**config.mk**
```make
export PLATFORM = sky130hd
export DESIGN_NAME = wdog_reset_timer
export DESIGN_NICKNAME = d
export VERILOG_FILES = /design/src/rtl/wdt_pkg.sv /design/src/rtl/wdt_bus_decode.sv /design/src/rtl/wdt_countdown.sv /design/src/rtl/wdt_ctrl_fsm.sv /design/src/rtl/wdt_readback.sv /design/src/rtl/wdog_reset_timer.sv
export SDC_FILE = /design/constraint.sdc
export NUM_CORES = 1
export LEC_CHECK = 0
export BUFFER_PORTS_ARGS = -buffer_cell sky130_fd_sc_hd__clkbuf_2
export CAP_MARGIN = 20
export CORE_MARGIN = 3
export CORE_UTILIZATION = 40
export CTS_CLUSTER_DIAMETER = 100
export DETAILED_ROUTE_END_ITERATION = 10
export HOLD_SLACK_MARGIN = 0.05
export PLACE_DENSITY_LB_ADDON = 0.15
export REMOVE_ABC_BUFFERS = 1
export SLEW_MARGIN = 20
export SYNTH_ARGS = -nofsm -noshare
export SYNTH_HDL_FRONTEND = slang
export SYNTH_SLANG_ARGS = --single-unit
export TNS_END_PERCENT = 100
```
**constraint.sdc**
```tcl
create_clock -name clk -period 6.27 [get_ports clk]
set_clock_uncertainty 0.1 [all_clocks]
set_input_delay 1.254 -clock clk [delete_from_list [all_inputs] [get_ports clk]]
set_output_delay 1.254 -clock clk [all_outputs]
set_load 0.01 [all_outputs]
```
**src/rtl/wdt_pkg.sv**
```systemverilog
`timescale 1ns/1ps
package wdt_pkg;

    typedef enum logic [1:0] {
        WD_HALTED   = 2'd0,
        WD_COUNTING = 2'd1,
        WD_EXPIRED  = 2'd2
    } wd_state_e;

    // Register word offsets; the period words follow the control word.
    localparam int WD_OFF_STATUS  = 0;
    localparam int WD_OFF_CONTROL = 1;
    localparam int WD_OFF_PERIOD0 = 2;

    // Field positions inside the status and control words.
    localparam int WD_BIT_TO    = 0;
    localparam int WD_BIT_RUN   = 1;
    localparam int WD_BIT_START = 2;

    // Rounds a time up to a whole number of clock cycles.
    function automatic int unsigned wd_ceil_cycles(input longint unsigned t_ps,
                                                   input longint unsigned clk_ps);
        longint unsigned q;
        q = (t_ps + clk_ps - 64'd1) / clk_ps;
        return int'(q);
    endfunction

endpackage

```
**src/rtl/wdt_bus_decode.sv**
```systemverilog
`timescale 1ns/1ps
module wdt_bus_decode
    import wdt_pkg::*;
#(
    parameter int ADDR_W = 3,
    parameter int DATA_W = 16,
    parameter int WORDS  = 2
) (
    input  logic [ADDR_W-1:0] bus_addr,
    input  logic              bus_wr,
    input  logic [DATA_W-1:0] bus_wdata,
    output logic              start_req,
    output logic              kick_req,
    output logic              status_wr
);

    logic [WORDS-1:0] hit_period;
    logic             unused_wdata;

    generate
        for (genvar gi = 0; gi < WORDS; gi++) begin : g_period_hit
            assign hit_period[gi] = (bus_addr == ADDR_W'(WD_OFF_PERIOD0 + gi));
        end
    endgenerate

    always_comb begin
        start_req = bus_wr && (bus_addr == ADDR_W'(WD_OFF_CONTROL))
                    && bus_wdata[WD_BIT_START];
        kick_req  = bus_wr && (|hit_period);
        status_wr = bus_wr && (bus_addr == ADDR_W'(WD_OFF_STATUS));
    end

    // Stop request and all other data bits carry no meaning here.
    assign unused_wdata = ^{bus_wdata[DATA_W-1:WD_BIT_START+1],
                            bus_wdata[WD_BIT_START-1:0]};

endmodule

```
**src/rtl/wdt_countdown.sv**
```systemverilog
`timescale 1ns/1ps
module wdt_countdown #(
    parameter int              CNT_W    = 32,
    parameter logic [CNT_W-1:0] LOAD_VAL = '1
) (
    input  logic             clk,
    input  logic             rst_n,
    input  logic             load,
    input  logic             dec,
    output logic [CNT_W-1:0] count,
    output logic             at_one
);

    always_ff @(posedge clk) begin
        if (!rst_n) begin
            count <= LOAD_VAL;
        end else if (load) begin
            count <= LOAD_VAL;
        end else if (dec) begin
            count <= count - CNT_W'(1);
        end
    end

    assign at_one = (count == CNT_W'(1));

endmodule

```
**src/rtl/wdt_ctrl_fsm.sv**
```systemverilog
`timescale 1ns/1ps
module wdt_ctrl_fsm
    import wdt_pkg::*;
(
    input  logic clk,
    input  logic rst_n,
    input  logic start_req,
    input  logic kick_req,
    input  logic status_wr,
    input  logic at_one,
    output logic load,
    output logic dec,
    output logic run,
    output logic to_flag,
    output logic reset_req
);

    wd_state_e state, state_nx;
    logic      lapse;

    // State register
    always_ff @(posedge clk) begin
        if (!rst_n) begin
            state <= WD_HALTED;
        end else begin
            state <= state_nx;
        end
    end

    // Transitions: arm, kick, lapse, rearm
    always_comb begin
        state_nx = state;
        lapse    = 1'b0;
        unique case (state)
            WD_HALTED: begin
                if (start_req) state_nx = WD_COUNTING;   // arm
            end
            WD_COUNTING: begin
                if (kick_req) begin
                    state_nx = WD_COUNTING;              // kick
                end else if (at_one) begin
                    state_nx = WD_EXPIRED;               // lapse
                    lapse    = 1'b1;
                end
            end
            WD_EXPIRED: begin
                state_nx = WD_COUNTING;                  // rearm
            end
            default: state_nx = WD_HALTED;
        endcase
    end

    // Outputs and counter commands
    always_comb begin
        load      = 1'b0;
        dec       = 1'b0;
        run       = 1'b0;
        reset_req = 1'b0;
        unique case (state)
            WD_HALTED: begin
                load = kick_req;
            end
            WD_COUNTING: begin
                run  = 1'b1;
                load = kick_req;
                dec  = !kick_req;
            end
            WD_EXPIRED: begin
                run       = 1'b1;
                load      = 1'b1;
                reset_req = 1'b1;
            end
            default: ;
        endcase
    end

    // Sticky timeout flag; an expiry on the same edge beats a clear.
    always_ff @(posedge clk) begin
        if (!rst_n) begin
            to_flag <= 1'b0;
        end else if (lapse) begin
            to_flag <= 1'b1;
        end else if (status_wr) begin
            to_flag <= 1'b0;
        end
    end

endmodule

```
**src/rtl/wdt_readback.sv**
```systemverilog
`timescale 1ns/1ps
module wdt_readback
    import wdt_pkg::*;
#(
    parameter int               ADDR_W   = 3,
    parameter int               DATA_W   = 16,
    parameter int               CNT_W    = 32,
    parameter int               WORDS    = 2,
    parameter logic [CNT_W-1:0] LOAD_VAL = '1
) (
    input  logic              bus_rd,
    input  logic [ADDR_W-1:0] bus_addr,
    input  logic              run,
    input  logic              to_flag,
    output logic [DATA_W-1:0] bus_rdata
);

    localparam int PAD_W = WORDS * DATA_W;
    localparam logic [PAD_W-1:0] LOAD_PAD = PAD_W'(LOAD_VAL);

    logic [DATA_W-1:0] period_word [WORDS];
    logic [DATA_W-1:0] status_word;

    generate
        for (genvar gi = 0; gi < WORDS; gi++) begin : g_period_word
            assign period_word[gi] = LOAD_PAD[gi*DATA_W +: DATA_W];
        end
    endgenerate

    always_comb begin
        status_word = '0;
        status_word[WD_BIT_TO]  = to_flag;
        status_word[WD_BIT_RUN] = run;
    end

    always_comb begin
        bus_rdata = '0;
        if (bus_rd) begin
            if (bus_addr == ADDR_W'(WD_OFF_STATUS)) begin
                bus_rdata = status_word;
            end
            for (int i = 0; i < WORDS; i++) begin
                if (bus_addr == ADDR_W'(WD_OFF_PERIOD0 + i)) begin
                    bus_rdata = period_word[i];
                end
            end
        end
    end

endmodule

```
**src/rtl/wdog_reset_timer.sv**
```systemverilog
`timescale 1ns/1ps
module wdog_reset_timer
    import wdt_pkg::*;
#(
    parameter int unsigned TIMEOUT_PS    = 1_000_000,
    parameter int unsigned CLK_PERIOD_PS = 5_000,
    parameter int          CNT_W         = 32,
    parameter int          DATA_W        = 16,
    parameter int          ADDR_W        = 3
) (
    input  logic              clk,
    input  logic              rst_n,
    input  logic [ADDR_W-1:0] bus_addr,
    input  logic              bus_wr,
    input  logic              bus_rd,
    input  logic [DATA_W-1:0] bus_wdata,
    output logic [DATA_W-1:0] bus_rdata,
    output logic              reset_req
);

    localparam int unsigned TIMEOUT_CYC = wd_ceil_cycles(64'(TIMEOUT_PS), 64'(CLK_PERIOD_PS));
    localparam int unsigned LOAD_INT    = TIMEOUT_CYC - 1;
    localparam logic [CNT_W-1:0] LOAD_VAL = CNT_W'(LOAD_INT);
    localparam int WORDS = (CNT_W + DATA_W - 1) / DATA_W;

    generate
        if (TIMEOUT_CYC < 2) begin : g_bad_timeout
            $error("timeout must span at least two clock cycles");
        end
        if (WD_OFF_PERIOD0 + WORDS > (1 << ADDR_W)) begin : g_bad_addr
            $error("address width too small for the period words");
        end
    endgenerate

    logic             start_req;
    logic             kick_req;
    logic             status_wr;
    logic             load;
    logic             dec;
    logic             at_one;
    logic             run;
    logic             to_flag;
    logic [CNT_W-1:0] count;

    wdt_bus_decode #(
        .ADDR_W (ADDR_W),
        .DATA_W (DATA_W),
        .WORDS  (WORDS)
    ) u_decode (
        .bus_addr  (bus_addr),
        .bus_wr    (bus_wr),
        .bus_wdata (bus_wdata),
        .start_req (start_req),
        .kick_req  (kick_req),
        .status_wr (status_wr)
    );

    wdt_ctrl_fsm u_fsm (
        .clk       (clk),
        .rst_n     (rst_n),
        .start_req (start_req),
        .kick_req  (kick_req),
        .status_wr (status_wr),
        .at_one    (at_one),
        .load      (load),
        .dec       (dec),
        .run       (run),
        .to_flag   (to_flag),
        .reset_req (reset_req)
    );

    wdt_countdown #(
        .CNT_W    (CNT_W),
        .LOAD_VAL (LOAD_VAL)
    ) u_count (
        .clk    (clk),
        .rst_n  (rst_n),
        .load   (load),
        .dec    (dec),
        .count  (count),
        .at_one (at_one)
    );

    wdt_readback #(
        .ADDR_W   (ADDR_W),
        .DATA_W   (DATA_W),
        .CNT_W    (CNT_W),
        .WORDS    (WORDS),
        .LOAD_VAL (LOAD_VAL)
    ) u_readback (
        .bus_rd    (bus_rd),
        .bus_addr  (bus_addr),
        .run       (run),
        .to_flag   (to_flag),
        .bus_rdata (bus_rdata)
    );

endmodule

```
==> results.yml, run 1 <==
placed_design:
  dp.cells: 308
  dpl-instance-area_sq_um: 2081
  portBuffers: 13
  gp_congestion: 0.7618
  dp_hpwl_mm: 2.747
logic_synthesis:
  synth_seq_area_share_pct: 34.89
  synth.avg_cell_area_sq_um: 8.438
  yosysUniqueCellTypes: 42
  synth_edf_count: 0
  postSynth.asyncResetShare_pct: 0
  synthFlopType: "dfxtp_1"
  syn_inst: 238
  synth_warnings: 0
  synth_area_sq_um: 2008
  ys_seq_elements: 35
drt:
  first_pass_iters: 4
  vias: 1676
  avgRoutedWirePerCell_um: 12.37
  drtIter0Drc: 79
  wl_mm: 3.895
  drc: 0
  routed_via_density: 5.321
  ant_nets: 0
sta:
  timing.hold.ws_ps: 367.9
  fin_crit_ps: 3366
  rsz0062_at_grt: "false"
  fin_crit_sh_pct: 53.69
  fmax_mhz: 297.0
  drv_slew: 0
  max_slew_margin_pct: 37.10
  setup-tns-final_ps: 0
  finalHoldViolations: 0
  tightest_slew_ps: 934.9
  setup-violations-final: 0
global_routing:
  antenna_found_initial: 0
  grt_pass1_wl_mm: 6.630
  overflow: 0
  grt_max_degree: 34
  grtUsageTotal_pct: 13.67
  grt_pass1_vias: 1521
clocking:
  htreeDepth: 2
  postCtsHoldBufs: 0
  cts_setup_buffers: 0
  clk_latency_ps: 280
  clk_pin_slew_ps: 70
  cts_max_path_buffers: 2
  cts_tree: "done"
  clock_sinks: 35
  cts_root_buf: "clkbuf_8"
  cts_buffers: 5
  ctsResizeCount: 0
final_layout:
  diodes: 0
  final_area_sq_um: 2168
  fillers: 470
  final_cell_mix: "dfxtp_1 (35), nand2_1 (22), nand2b_1 (15)"
  instances_no_fill: 315
  regArea_sq_um: 700.7
  final_util_pct: 45.31
  multi_input_area_sq_um: 1197
  num-nets-final: 277
  areaGrowthSynthToFinish_pct: 7.975
  drive_above_1_share_pct: 12.50
  final_common_cell: "dfxtp_1"
worst_hold_path:
  min_from: "u_count.count[21]"
  whs_path_depth: 2
  hold_end: "u_count.count[21]"
  hp-class: "reg -> reg"
floorplan:
  start_util_pct: 41.96
  fp-row-count: 25
  pin_count: 40
  die_h_um: 76.86
  die-area_sq_um: 5907
  die_w_um: 76.86
  placeableCoreArea_sq_um: 4786
setup_path:
  r2r_end: "u_count.count[26]"
  r2r_cells: 4
  cp.required_ps: 4920
  r2r-start: "u_count.count[2]"
  reg2reg_slack_ps: 3680
  cp_data_arrival_time_ps: 2010
  crit_type: "in -> out"
  cp-end-kind: "output port"
  critPathMaxFanout: 5
  crit_path_start_kind: "input pin"
power_and_ir_drop:
  p_leak_uw: 0.0008735
  p_per_area_nw_per_um2: 209.5
  peakVddDrop_mv: 0.1097
flow_run:
  cap_violations: 0
outcome:
  status: "finished clean"
[flip-flops by register name, summed over array words and instances, names as in the netlist]
register,cells
u_count.count,32
u_fsm.to_flag,1
u_fsm.state,2
[cell usage after synthesis (all sizes together), types with 2 or more instances]
cell type	count	area, sq um
buf	15	107.6
or4	15	116.4
nor3b	2	15.01
or2	4	25.02
o21a	2	15.01
dfxtp	35	700.7
o211ai	2	15.01
inv	5	18.77
or3	9	56.30
nand3	8	40.04
nand2	22	82.58
a21oi	10	50.05
xor2	2	17.52
nor2	8	30.03
ha	6	75.07
nor3	11	55.05
mux2i	13	130.1
or3b	3	26.28
xnor2	4	35.03
o21ai	5	25.02
nand2b	15	93.84
o31ai	7	52.55
nor4	10	62.56
nand4	3	18.77
clkbuf	7	26.28
[through the flow]
stage | total power (uW) | setup WS (ps)
finish | 454.3 | 2904
global route | 477.1 | 2791
CTS | 460.7 | 2892
detailed placement | 295.7 | 2855
global placement | 295.8 | 2881
floorplan | 279.8 | 2531
[logic make-up after synthesis]
group,Yosys count,share of synthesized area [%]
other,1,0.1867
buffers and inverters,27,7.601
AO/OA/AOI/OAI,33,10.84
flip-flops,35,34.89
multiplexers,13,6.480
adder cells (fa/ha/maj),6,3.738
XOR/XNOR,6,2.617
AND/OR/NAND/NOR,117,33.65
[worst max-delay path: stages]
cell	delay, ps
clkbuf_2	110
nor3b_1	300
and2_1	210
clkbuf_2	140
[power breakdown]
part,total [uW],internal [uW],switching (uW)
clock,164,86.2,77.8
sequential,233,228,5.88
combinational,56.9,20.9,36.0
[per-layer routing]
metal / vias to the layer above / share of wire [%] / track usage (%)
met3: 7 / 4.8 / 3.286
met4: 0 / 1.7 / 6.159
met5: - / 0 / 0
li1: 870 / - / -
met1: 763 / 48 / 16.92
met2: 36 / 45 / 22.39
[how the worst max path moves through the flow]
stage                     start  cells past startpoint  slack [ps]           endpoint
global route        bus_addr[2]                      4        2790       bus_rdata[7]
finish              bus_addr[2]                      4        2900       bus_rdata[7]
CTS                 bus_addr[2]                      4        2890       bus_rdata[7]
floorplan                bus_wr                      4        2530  u_count.count[24]
detailed placement  bus_addr[1]                      5        2860  u_count.count[26]
global placement    bus_addr[1]                      5        2880  u_count.count[26]
[layout make-up]
type                       instances  area share (%)
inverter                           5          0.8656
sequential                        35           32.31
clock buffer                       6           3.808
clock inverter                     1          0.2308
timing repair buffer              15           3.693
tap                               67           3.866
multi-input combinational        186           55.22
(Power assumes the default switching activity.)
==> run 2, diff against run 1 <==
==> constraint.sdc (replaced) <==
create_clock -name clk -period 3.1 [get_ports clk]
set_clock_uncertainty 0.1 [all_clocks]
set_input_delay 0.62 -clock clk [delete_from_list [all_inputs] [get_ports clk]]
set_output_delay 0.62 -clock clk [all_outputs]
set_load 0.01 [all_outputs]
==> run 2 against run 1 <==
Net effect: non-clock buffer count up 2; worst setup slack got worse by 2200 ps; sequential cell count unchanged; critical endpoint is now u_count.count[16]; global-route usage up 0.30 points; largest power group unchanged; register-to-register slack worse by 3000 ps; highest routed layer unchanged; wire length increased by 1.4%; sequential power rose by 100%; clock power increased by 120%; first-iteration DRC count shrank 25%; final cell count grew 0.95%; sequential share of layout area is 0.41 points lower; critical path type is now reg -> reg.
==> results.yml, run 2 (synthesized netlist as in run 1, its figures left out) <==
clocking:
  cts_max_path_buffers: 2
  clk_pin_slew_ps: 70
  cts_tree: "done"
  cts_buffers: 5
  ctsResizeCount: 0
  cts_root_buf: "clkbuf_8"
  clk_latency_ps: 280
  clock_sinks: 35
  htreeDepth: 2
  cts_setup_buffers: 0
  postCtsHoldBufs: 0
global_routing:
  grt_use_met3_pct: 3.169
  grt_pass1_vias: 1473
  busiest_layer: "met2"
  grt_util_met2_pct: 22.04
  overflow: 0
  antenna_found_initial: 0
  use_met1_pct: 18.29
  grtUsageTotal_pct: 13.97
  grt_pass1_wl_mm: 6.748
  grt_max_degree: 34
floorplan:
  die-area_sq_um: 5907
  placeableCoreArea_sq_um: 4786
  die_h_um: 76.86
  start_util_pct: 41.96
  pin_count: 40
  fp-row-count: 25
  die_w_um: 76.86
final_layout:
  num-nets-final: 279
  final_cell_mix: "dfxtp_1 (35), nand2_1 (22), nand2b_1 (15)"
  diodes: 0
  final_area_sq_um: 2196
  reg_top3: "u_count.count (32), u_fsm.state (2), u_fsm.to_flag (1)"
  final_util_pct: 45.88
  drive_above_1_share_pct: 13.15
  regArea_sq_um: 700.7
  top_register: "u_count.count"
  fillers: 488
  final_common_cell: "dfxtp_1"
  multi_input_area_sq_um: 1197
  largest_reg_flops: 32
  areaGrowthSynthToFinish_pct: 9.346
placed_design:
  dp_hpwl_mm: 2.815
  gp_congestion: 0.7630
  dpl-instance-area_sq_um: 2096
  portBuffers: 13
drt:
  drtIter0Drc: 59
  first_pass_iters: 4
  avgRoutedWirePerCell_um: 12.42
  ant_nets: 0
  routed_via_density: 5.208
  vias: 1656
  wl_mm: 3.950
  drc: 0
power_and_ir_drop:
  p_leak_uw: 0.0008863
  switchingPower_uw: 245.2
  p_int_uw: 705.1
  power.share.switching_pct: 25.81
  seqPwrFrac_pct: 49.7
  p_per_area_nw_per_um2: 432.8
  p_clk_share_pct: 38.2
  pwr-share-comb_pct: 12.1
  peakVddDrop_mv: 0.2354
setup_path:
  critPathMaxFanout: 18
  crit_type: "reg -> reg"
  cp-end-kind: "register"
  cp_data_arrival_time_ps: 2510
  r2r_cells: 5
  crit_path_start_kind: "register"
  cp.required_ps: 3210
sta:
  finalHoldViolations: 0
  fin_crit_sh_pct: 77.24
  setup-violations-final: 0
  fin_crit_ps: 2394
  drv_slew: 0
  fmax_mhz: 417.6
  timing.hold.ws_ps: 370.1
  rsz0062_at_grt: "false"
outcome:
  status: "finished clean"
worst_hold_path:
  hp-class: "reg -> reg"
  whs_path_depth: 2
flow_run:
  cap_violations: 0
==> run 2: cell types whose count changed in the layout (fill, tap and decap cells not counted) <==
cell	change
buf_4	+2
clkbuf_1	+1
clkbuf_8	+1
clkinv_2	-1
==> run 2: power groups by stage <==
stage	Combinational (uW)	Sequential, uW	Clock (uW)
after floorplan	86.9	479	0
after global placement	116	482	0
after detailed placement	115	482	0
after CTS	116	472	380
after global routing	131	473	400
final	115	472	363
==> run 2: worst paths after layout <==
check / from / end / slack [ps]
max: u_count.count[2] / u_count.count[16] / 710
min: u_count.count[21] / u_count.count[21] / 370
max reg2reg: u_count.count[2] / u_count.count[16] / 710
min reg2reg: u_count.count[21] / u_count.count[21] / 370
==> run 2: metal layers <==
metal | vias to the layer above | wire length [um]
met5 | - | 0
met4 | 0 | 46
met3 | 5 | 146
met2 | 27 | 1786
met1 | 750 | 1972
li1 | 874 | -
==> run 2: critical path, cell delays in order (launching register included) <==
cell and delay [ps]:
dfxtp_1 350, or4_4 580, or4_1 470, buf_4 210, or4_1 470, a21oi_1 140
==> run 2: cell type report <==
type / count / area share [%]
multi-input combinational: 186 / 54.53
sequential: 35 / 31.91
clock buffer: 8 / 4.558
inverter: 5 / 0.8547
timing repair buffer: 17 / 4.330
tap: 67 / 3.818
==> run 2: metrics by stage <==
stage	setup WS [ps]	instances	power, uW	setup TNS [ps]
2_1_floorplan	-4.764	226	566.0	-4.764
3_3_place_gp	545.9	310	598.0	0
3_5_place_dp	530.4	310	597.7	0
4_1_cts	691.4	318	967.5	0
5_1_grt	548.6	318	1004	0
6_report	705.6	318	950.3	0
